`src/rtl/sdac_pkg.sv`:
```
package sdac_pkg;

    localparam int FRAME_BITS = 24;
    localparam int WORD_W     = 16;
    localparam int MODE_W     = 2;
    localparam int SPARE_W    = FRAME_BITS - WORD_W - MODE_W;
    localparam int CNT_W      = $clog2(FRAME_BITS + 1);
    localparam int N_TERM     = (1 << MODE_W) - 1;

    typedef enum logic [MODE_W-1:0] {
        PD_NORMAL   = 2'b00,
        PD_GND_1K   = 2'b01,
        PD_GND_100K = 2'b10,
        PD_OPEN     = 2'b11
    } pd_mode_e;

    typedef struct packed {
        logic [SPARE_W-1:0] spare;
        pd_mode_e           mode;
        logic [WORD_W-1:0]  word;
    } frame_t;

    typedef enum logic [1:0] {
        RX_WAIT_HI,
        RX_ARMED,
        RX_SHIFT,
        RX_DONE
    } rx_state_e;

    // two's complement -> offset binary: flip the sign bit
    function automatic logic [WORD_W-1:0] to_offset_bin(input logic [WORD_W-1:0] tc);
        return {~tc[WORD_W-1], tc[WORD_W-2:0]};
    endfunction

endpackage

```
`src/rtl/sdac_sync.sv`:
```
module sdac_sync #(
    parameter int   STAGES  = 2,
    parameter logic RST_VAL = 1'b0
) (
    input  logic clk,
    input  logic rst,
    input  logic d,
    output logic q
);
    logic [STAGES-1:0] chain;

    generate
        if (STAGES == 1) begin : g_one
            always_ff @(posedge clk) begin
                if (rst) chain <= RST_VAL;
                else     chain <= d;
            end
        end else begin : g_many
            always_ff @(posedge clk) begin
                if (rst) chain <= {STAGES{RST_VAL}};
                else     chain <= {chain[STAGES-2:0], d};
            end
        end
    endgenerate

    assign q = chain[STAGES-1];
endmodule

```
`src/rtl/sdac_frame_rx.sv`:
```
module sdac_frame_rx
    import sdac_pkg::*;
(
    input  logic   clk,
    input  logic   rst,
    input  logic   sel_s,     // synchronized frame select (active low)
    input  logic   sclk_s,    // synchronized serial clock
    input  logic   din_s,     // synchronized serial data
    output logic   frame_vld, // one-cycle pulse on completed frame
    output frame_t frame
);
    rx_state_e             state_q;
    logic [CNT_W-1:0]      cnt_q;
    logic [FRAME_BITS-1:0] sh_q;
    logic                  sclk_prev_q;
    logic                  sclk_fall;
    logic [FRAME_BITS-1:0] sh_next;

    assign sclk_fall = sclk_prev_q & ~sclk_s;
    assign sh_next   = {sh_q[FRAME_BITS-2:0], din_s};

    always_ff @(posedge clk) begin
        if (rst) sclk_prev_q <= 1'b1;
        else     sclk_prev_q <= sclk_s;
    end

    always_ff @(posedge clk) begin
        if (rst) begin
            state_q   <= RX_WAIT_HI;
            cnt_q     <= '0;
            sh_q      <= '0;
            frame_vld <= 1'b0;
            frame     <= '0;
        end else begin
            frame_vld <= 1'b0;
            unique case (state_q)
                RX_WAIT_HI: begin
                    if (sel_s) state_q <= RX_ARMED;
                end
                RX_ARMED: begin
                    if (!sel_s) begin
                        state_q <= RX_SHIFT;
                        cnt_q   <= '0;
                        sh_q    <= '0;
                    end
                end
                RX_SHIFT: begin
                    if (sel_s) begin
                        state_q <= RX_ARMED;
                        cnt_q   <= '0;
                        sh_q    <= '0;
                    end else if (sclk_fall) begin
                        sh_q  <= sh_next;
                        cnt_q <= cnt_q + 1'b1;
                        if (cnt_q == CNT_W'(FRAME_BITS - 1)) begin
                            frame_vld <= 1'b1;
                            frame     <= frame_t'(sh_next);
                            state_q   <= RX_DONE;
                        end
                    end
                end
                RX_DONE: begin
                    if (sel_s) begin
                        state_q <= RX_ARMED;
                        cnt_q   <= '0;
                        sh_q    <= '0;
                    end
                end
                default: state_q <= RX_WAIT_HI;
            endcase
        end
    end

    p_cnt_bound_r3: assert property (@(posedge clk) disable iff (rst)
        cnt_q <= CNT_W'(FRAME_BITS));

    p_vld_at_full_r3: assert property (@(posedge clk) disable iff (rst)
        frame_vld |-> (cnt_q == CNT_W'(FRAME_BITS)) && (state_q == RX_DONE));

    p_abort_clears_r4: assert property (@(posedge clk) disable iff (rst)
        (state_q == RX_SHIFT && sel_s) |=> (cnt_q == '0) && !frame_vld && (state_q == RX_ARMED));

    p_done_holds_r5: assert property (@(posedge clk) disable iff (rst)
        (state_q == RX_DONE && !sel_s) |=> (state_q == RX_DONE) && !frame_vld);

    p_start_needs_high_r6: assert property (@(posedge clk) disable iff (rst)
        (state_q == RX_WAIT_HI || state_q == RX_DONE) |=> state_q != RX_SHIFT);

endmodule

```
`src/rtl/sdac_code_reg.sv`:
```
module sdac_code_reg
    import sdac_pkg::*;
(
    input  logic              clk,
    input  logic              rst,
    input  logic              frame_vld,
    input  frame_t            frame,
    output logic [WORD_W-1:0] code_ob,
    output pd_mode_e          mode
);
    logic [WORD_W-1:0] word_q;   // two's complement, 0 = midscale
    pd_mode_e          mode_q;

    always_ff @(posedge clk) begin
        if (rst) begin
            word_q <= '0;
            mode_q <= PD_NORMAL;
        end else if (frame_vld) begin
            word_q <= frame.word;
            mode_q <= frame.mode;
        end
    end

    assign code_ob = to_offset_bin(word_q);
    assign mode    = mode_q;

    p_hold_no_frame_r3: assert property (@(posedge clk) disable iff (rst)
        !frame_vld |=> $stable(word_q) && $stable(mode_q));

    p_load_together_r9: assert property (@(posedge clk) disable iff (rst)
        frame_vld |=> (word_q == $past(frame.word)) && (mode_q == $past(frame.mode)));

endmodule

```
`src/rtl/sdac_term_decode.sv`:
```
module sdac_term_decode
    import sdac_pkg::*;
(
    input  pd_mode_e          mode,
    output logic [N_TERM-1:0] strobe
);
    generate
        for (genvar g = 0; g < N_TERM; g++) begin : g_term
            assign strobe[g] = (mode == pd_mode_e'(g + 1));
        end
    endgenerate

    always_comb begin
        p_one_strobe_r8: assert ($onehot0(strobe));
        p_normal_quiet_r8: assert ((mode == PD_NORMAL) == (strobe == '0));
    end
endmodule

```
`src/rtl/sdac_frontend.sv`:
```
module sdac_frontend
    import sdac_pkg::*;
(
    input  logic        clk,
    input  logic        rst,
    input  logic        fsel_n_i,
    input  logic        sclk_i,
    input  logic        sdin_i,
    output logic [15:0] code_o,
    output logic [1:0]  mode_o,
    output logic        term_1k_o,
    output logic        term_100k_o,
    output logic        term_open_o
);
    localparam int SYNC_STAGES = 2;

    logic              sel_s, sclk_s, din_s;
    logic              frame_vld;
    frame_t            frame;
    logic [WORD_W-1:0] code_ob;
    pd_mode_e          mode;
    logic [N_TERM-1:0] strobe;

    sdac_sync #(.STAGES(SYNC_STAGES), .RST_VAL(1'b0)) u_sync_sel (
        .clk(clk), .rst(rst), .d(fsel_n_i), .q(sel_s));
    sdac_sync #(.STAGES(SYNC_STAGES), .RST_VAL(1'b1)) u_sync_sclk (
        .clk(clk), .rst(rst), .d(sclk_i), .q(sclk_s));
    sdac_sync #(.STAGES(SYNC_STAGES), .RST_VAL(1'b0)) u_sync_din (
        .clk(clk), .rst(rst), .d(sdin_i), .q(din_s));

    sdac_frame_rx u_rx (
        .clk(clk), .rst(rst), .sel_s(sel_s), .sclk_s(sclk_s), .din_s(din_s),
        .frame_vld(frame_vld), .frame(frame));

    sdac_code_reg u_reg (
        .clk(clk), .rst(rst), .frame_vld(frame_vld), .frame(frame),
        .code_ob(code_ob), .mode(mode));

    sdac_term_decode u_dec (.mode(mode), .strobe(strobe));

    assign code_o      = code_ob;
    assign mode_o      = mode;
    assign term_1k_o   = strobe[0];
    assign term_100k_o = strobe[1];
    assign term_open_o = strobe[2];

    p_offset_code_r7: assert property (@(posedge clk) disable iff (rst)
        frame_vld |=> code_o == {~$past(frame.word[WORD_W-1]), $past(frame.word[WORD_W-2:0])});

    p_mode_out_r2: assert property (@(posedge clk) disable iff (rst)
        frame_vld |=> mode_o == $past(frame.mode));

endmodule

```
`config.mk`:
```
export PLATFORM = sky130hd
export DESIGN_NAME = sdac_frontend
export DESIGN_NICKNAME = d
export VERILOG_FILES = /design/src/rtl/sdac_pkg.sv /design/src/rtl/sdac_sync.sv /design/src/rtl/sdac_frame_rx.sv /design/src/rtl/sdac_code_reg.sv /design/src/rtl/sdac_term_decode.sv /design/src/rtl/sdac_frontend.sv
export SDC_FILE = /design/constraint.sdc
export NUM_CORES = 1
export LEC_CHECK = 0
export CORE_MARGIN = 2
export CORE_UTILIZATION = 35
export CTS_BUF_LIST = sky130_fd_sc_hd__clkbuf_4
export DETAILED_ROUTE_END_ITERATION = 8
export PLACE_DENSITY = 0.59
export SLEW_MARGIN = 15
export SYNTH_ARGS = -nofsm -noshare
export SYNTH_HDL_FRONTEND = slang
export SYNTH_SLANG_ARGS = --single-unit
```
`constraint.sdc`:
```
create_clock -name clk -period 1.61 [get_ports clk]
set_input_delay 0.161 -clock clk [delete_from_list [all_inputs] [get_ports clk]]
set_output_delay 0.161 -clock clk [all_outputs]
set_load 0.02 [all_outputs]
```
# Word level (Yosys, flattened, before mapping)
# Index checks and enable logic that the tools add are counted.
[totals]
ff_bits = 68
latch_bits = 0
ram_bits = 0
rom_bits = 0
wordCells = 55
n_memories = 0
[classes]
add_sub_neg = 1
n_mul = 0
div_mod_pow = 0
order_cmp = 0
eq_ne = 12
shift = 0
mux = 17
n_bitwise = 6
reduce_logical = 7
[ops]
columns = ["operator", "count"]
rows = [
  ["$mux 17", 4],
  ["$pmux 17 s3", 1],
  ["$mux 5", 4],
  ["$pmux 5 s3", 1],
  ["$reduce_and 4->1", 3],
  ["$mux 2", 5],
  ["$eq 2x2->1 const B", 4],
  ["$ne 3x2->1 const B", 2],
  ["$pmux 2 s3", 1],
  ["$add 5x1->5 const B", 1],
  ["$eq 5x5->1 const B", 1],
  ["$not 1->1", 5],
  ["$eq 2x1->1 const B", 2],
  ["$ne 2x2->1 const B", 2],
  ["$reduce_or 4->1", 1],
  ["$reduce_bool 3->1", 1],
  ["$logic_not 2->1", 1],
  ["$ne 2x1->1 const B", 1],
  ["$reduce_or 2->1", 1],
  ["$and 1x1->1", 1],
  ["$mux 1", 1],
]

# Logic depth before layout (Yosys ltp)
[logic_depth]
ltp_word = 5
mapped_depth = 8

# Cells and area by module
# From an unflattened synthesis, not the netlist that was laid out.
[unflattened]
cells_unflattened = 365
area_unflattened_um2 = 3303.2
[by_module_without_submodules]
columns = ["module", "n_inst", "cells_each", "area_each_um2", "seq_area_each_um2"]
rows = [
  ["sdac_frame_rx", 1, 276, 2357.3, 1121.1],
  ["sdac_code_reg", 1, 74, 765.7, 360.3],
  ["sdac_sync", 3, 4, 52.6, 40.0],
  ["sdac_term_decode", 1, 3, 22.5, 0.0],
]

# Worst setup path after synthesis
# Ideal clock, no wire load.
[synth_timing]
path_type = "reg-to-reg"
start = "register u_rx.state_q[0]"
end = "register u_rx.frame[10] (netlist name)"
setup_ps = 132
t_arrival_ps = 1575
slack_ps = -97
stages_incl_launch_ff = 9
path_buffers = 2
cell_sequence = "dfxtp_1 -> inv_1 -> ha_1 -> nand2b_4 -> or3_1 -> buf_2 -> buf_2 -> nand2_1 -> a21oi_1"
[synth_between]
elab_chain_cells = 2
[synth_lines]
columns = ["item", "line_no", "text"]
rows = [
  ["start, declared", "sdac_frame_rx.sv:12", "rx_state_e state_q;"],
  ["start signal, assigned", "sdac_frame_rx.sv:29", "state_q <= RX_WAIT_HI;"],
  ["start signal, assigned", "sdac_frame_rx.sv:38", "if (sel_s) state_q <= RX_ARMED;"],
  ["start signal, assigned", "sdac_frame_rx.sv:42", "state_q <= RX_SHIFT;"],
  ["$eq 2x2->1", "sdac_frame_rx.sv:36", "unique case (state_q)"],
  ["$reduce_and 4->1 (no line)", "-", ""],
]
# Every way passes these cells.
# A chain may end at the register's enable or synchronous reset.

# Worst setup path after layout
[layout_timing]
start = "register u_rx.state_q[0]"
end = "register u_rx.frame[7] (netlist name)"
[layout_between]
elab_chain_cells = 2
[layout_lines]
columns = ["item", "line_no"]
rows = [
  ["$eq 2x2->1", "sdac_frame_rx.sv:36"],
  ["$reduce_and 4->1 (no line)", "-"],
]
# Every way passes these cells.

==> flow_summary.toml <==
[run_status]
run_status = "finished, final reports clean"

[hold_path]
hold_class = "in2reg"

[synth]
avgSynthCellArea_um2 = 8.920
synth_nets = 319
yosysUniqueCellTypes = 32
yosysWarnings = 0
synth_area_um2 = 2756
syn_inst = 309
synth_seq_cells = 68
ys_seq_area_frac = 0.4939

[layout]
antenna_cells = 0
drive_above_1_share = 0.2485
area_growth_pct = 28.19
fill_cells = 755
final_nets = 348

[timing]
max_freq_ghz = 0.6301
setup_tns_ns = 0
setup_violations = 0
period_share = 0.9858
grt_setup_unrepaired = "true"
min_period_ns = 1.587
worstMarginPinSlew_ns = 0.6600
finalHoldViolations = 0
fin_skew_ns = 0.01240
relSlewSlack = 0.5600
drv_slew = 0

[drt]
firstDrtPassIters = 4
first_iter_violations = 116
drc_errors = 0
post_drt_wl_per_cell_um = 12.53
post_drt_via_cell_ratio = 4.908
vias = 2179
drtAntennaViolNets = 0
drt-total-wl_mm = 5.565

[critical_path]
required_ns = 1.91
crit_chain = "inv_4, ha_4, nand2b_4, or3_4, clkbuf_16, nand2_2, a21oi_2"
start_kind = "flip-flop"
end_kind = "flip-flop"
worstPathArrival_ns = 1.89
slowest_stage = "or3_4"
path_delay_family = "simple AND/OR/NAND/NOR gates"
crit_type = "reg2reg"
worst-path-buf-inv = 2
slowest_delay_ns = 0.46
critical_path.max_fanout = 6

[die]
die_area_um2 = 8602
die_w_um = 92.75
start_util = 0.3586
core_area_um2 = 7687
rows = 32
fp.dieH_um = 92.75
io_pins = 26

[clocking]
cts_sinks = 68
insertion_delay_ns = 0.41
clkTransAtPathRegs_ns = 0.10
cts_buffers = 9
clk_path_buf_depth = 2
postCtsHoldBufs = 0
cts_tree = "built"
htree_levels = 3
cts_root_buffer = "clkbuf_4"

[global_routing]
gr-total-overflow = 0
grt_max_degree = 33
grt_pass1_vias = 1961
grt_usage = 0.1258
grt_antenna_before_repair = 0
grt_pass1_wl_mm = 8.618

[placement]
dp_hpwl_mm = 3.354
place_congestion = 0.7979
io_buffer_count = 25

[power_and_ir_drop]
finalPower_mw = 3.822
ir_worst_vdd_uv = 399.3
cellPowerDensity_nw_per_um2 = 1082
p_leak_nw = 1.231

[flow_run]
max-cap-violations = 0
==> final timing paths <==
kind | startpoint | to | slack (ns) | cells past startpoint
worst max-delay path | u_rx.state_q[0] | u_rx.frame[7] | 0.02 | 7
worst min-delay path | rst | u_reg.word_q[1] | 0.28 | 2
worst max register to register | u_rx.state_q[0] | u_rx.frame[7] | 0.02 | 7
worst min register to register | u_sync_sclk.chain[0] | u_sync_sclk.chain[1] | 0.42 | 1
==> cell usage in the layout, fill, tap and decap left out, types with 12 or more instances in the layout <==
master and instances:
clkdlybuf4s50_1 19, nand2_1 23, a21oi_1 32, nand4_1 18, nor2_1 24, buf_4 19
mux2i_1 18, clkbuf_4 12, nand2_2 15, dfxtp_1 64, nand3_1 25
==> synthesized netlist by cell type <==
library cell  count  area (µm²)
or3_1             1       6.260
buf_2             6       30.03
or2_2             3       18.77
nand3_1          25       125.1
nand4b_1          2       17.52
and2_1            1       6.260
mux2i_1          18       180.2
nor3_1            2       10.01
nand4_1          18       112.6
nand2b_4          2       27.53
buf_1             2       7.510
clkbuf_4          1       7.510
nand2b_1          2       12.51
nand2_1          38       142.6
buf_4            16       120.1
a31oi_1           2       12.51
nor2b_1           8       50.05
and4_1            1       8.760
nor4_1            2       12.51
buf_6             1       11.26
inv_1             3       11.26
nor3_2            1       10.01
dfxtp_1          68        1361
nor2_1           24       90.09
a21oi_1          39       195.2
o21ai_0           3       15.01
a2111o_1          1       11.26
clkinv_1          1       3.750
clkbuf_1         11       41.29
a2111oi_4         1       27.53
ha_1              5       62.56
o31ai_1           1       7.510
==> stage by stage <==
step,setup WS [ns],hold slack [ns],util,cell area (µm²),instances
2_1_floorplan,0.02218,0.2648,-,2771,309
3_3_place_gp,0.02850,0.3914,0.4035,3102,416
3_5_place_dp,-0.02465,0.3933,0.4035,3102,416
4_1_cts,0.004428,0.2489,0.4201,3229,431
5_1_grt,-0.05990,0.2884,0.4596,3533,444
6_report,0.02286,0.2773,0.4596,3533,444
==> sequential cells by signal, indices dropped and copies added, names as in the netlist <==
signal and count:
u_rx.frame 18, u_rx.sh_q 17, u_reg.word_q 16, u_rx.cnt_q 5, u_reg.mode 2, u_rx.state_q 2
u_sync_din.chain 2, u_sync_sclk.chain 2, u_sync_sel.chain 2, u_rx.frame_vld 1, u_rx.sclk_prev_q 1
==> final cells by class <==
class	instances	area [µm²]	share of cell area
multi-input cells	200	1271	0.3598
inverters	4	20.02	0.005666
flip-flops and latches	68	1374	0.3888
clock inverters	3	38.79	0.01098
repair buffers	55	611.8	0.1732
well taps	102	127.6	0.03612
clock buffers	12	90.09	0.02550
==> where the power goes <==
group / internal, mW / switching (mW) / leakage (nW)
Clock: 0.512 / 0.553 / 0.0748
Sequential: 1.72 / 0.0335 / 0.552
Combinational: 0.510 / 0.495 / 0.604
==> layer usage <==
| layer | global-route usage | vias to the layer above | share of wire |
|---|---|---|---|
| met5 | 0 | - | 0 |
| met4 | 0.07966 | 0 | 0.020 |
| met3 | 0.03417 | 9 | 0.048 |
| met2 | 0.2123 | 46 | 0.49 |
| met1 | 0.1396 | 1018 | 0.44 |
| li1 | - | 1106 | - |
==> kinds of logic after synthesis <==
group / after synthesis / share of synthesized area
multiplexers: 18 / 0.06536
AO/OA/AOI/OAI: 47 / 0.09759
buffers and inverters: 41 / 0.08443
adder cells (fa/ha/maj): 5 / 0.02270
AND/OR/NAND/NOR: 130 / 0.2361
flip-flops: 68 / 0.4939
==> what timing repair did <==
action	4_1_cts	5_1_grt
buffers inserted	0	8
cloned	0	5
hold endpoints to repair	0	0
endpoints found under the setup margin	23	43
pin swaps	0	26
resized for setup	5	43
Note: power is estimated with default switching activity, not from simulation.
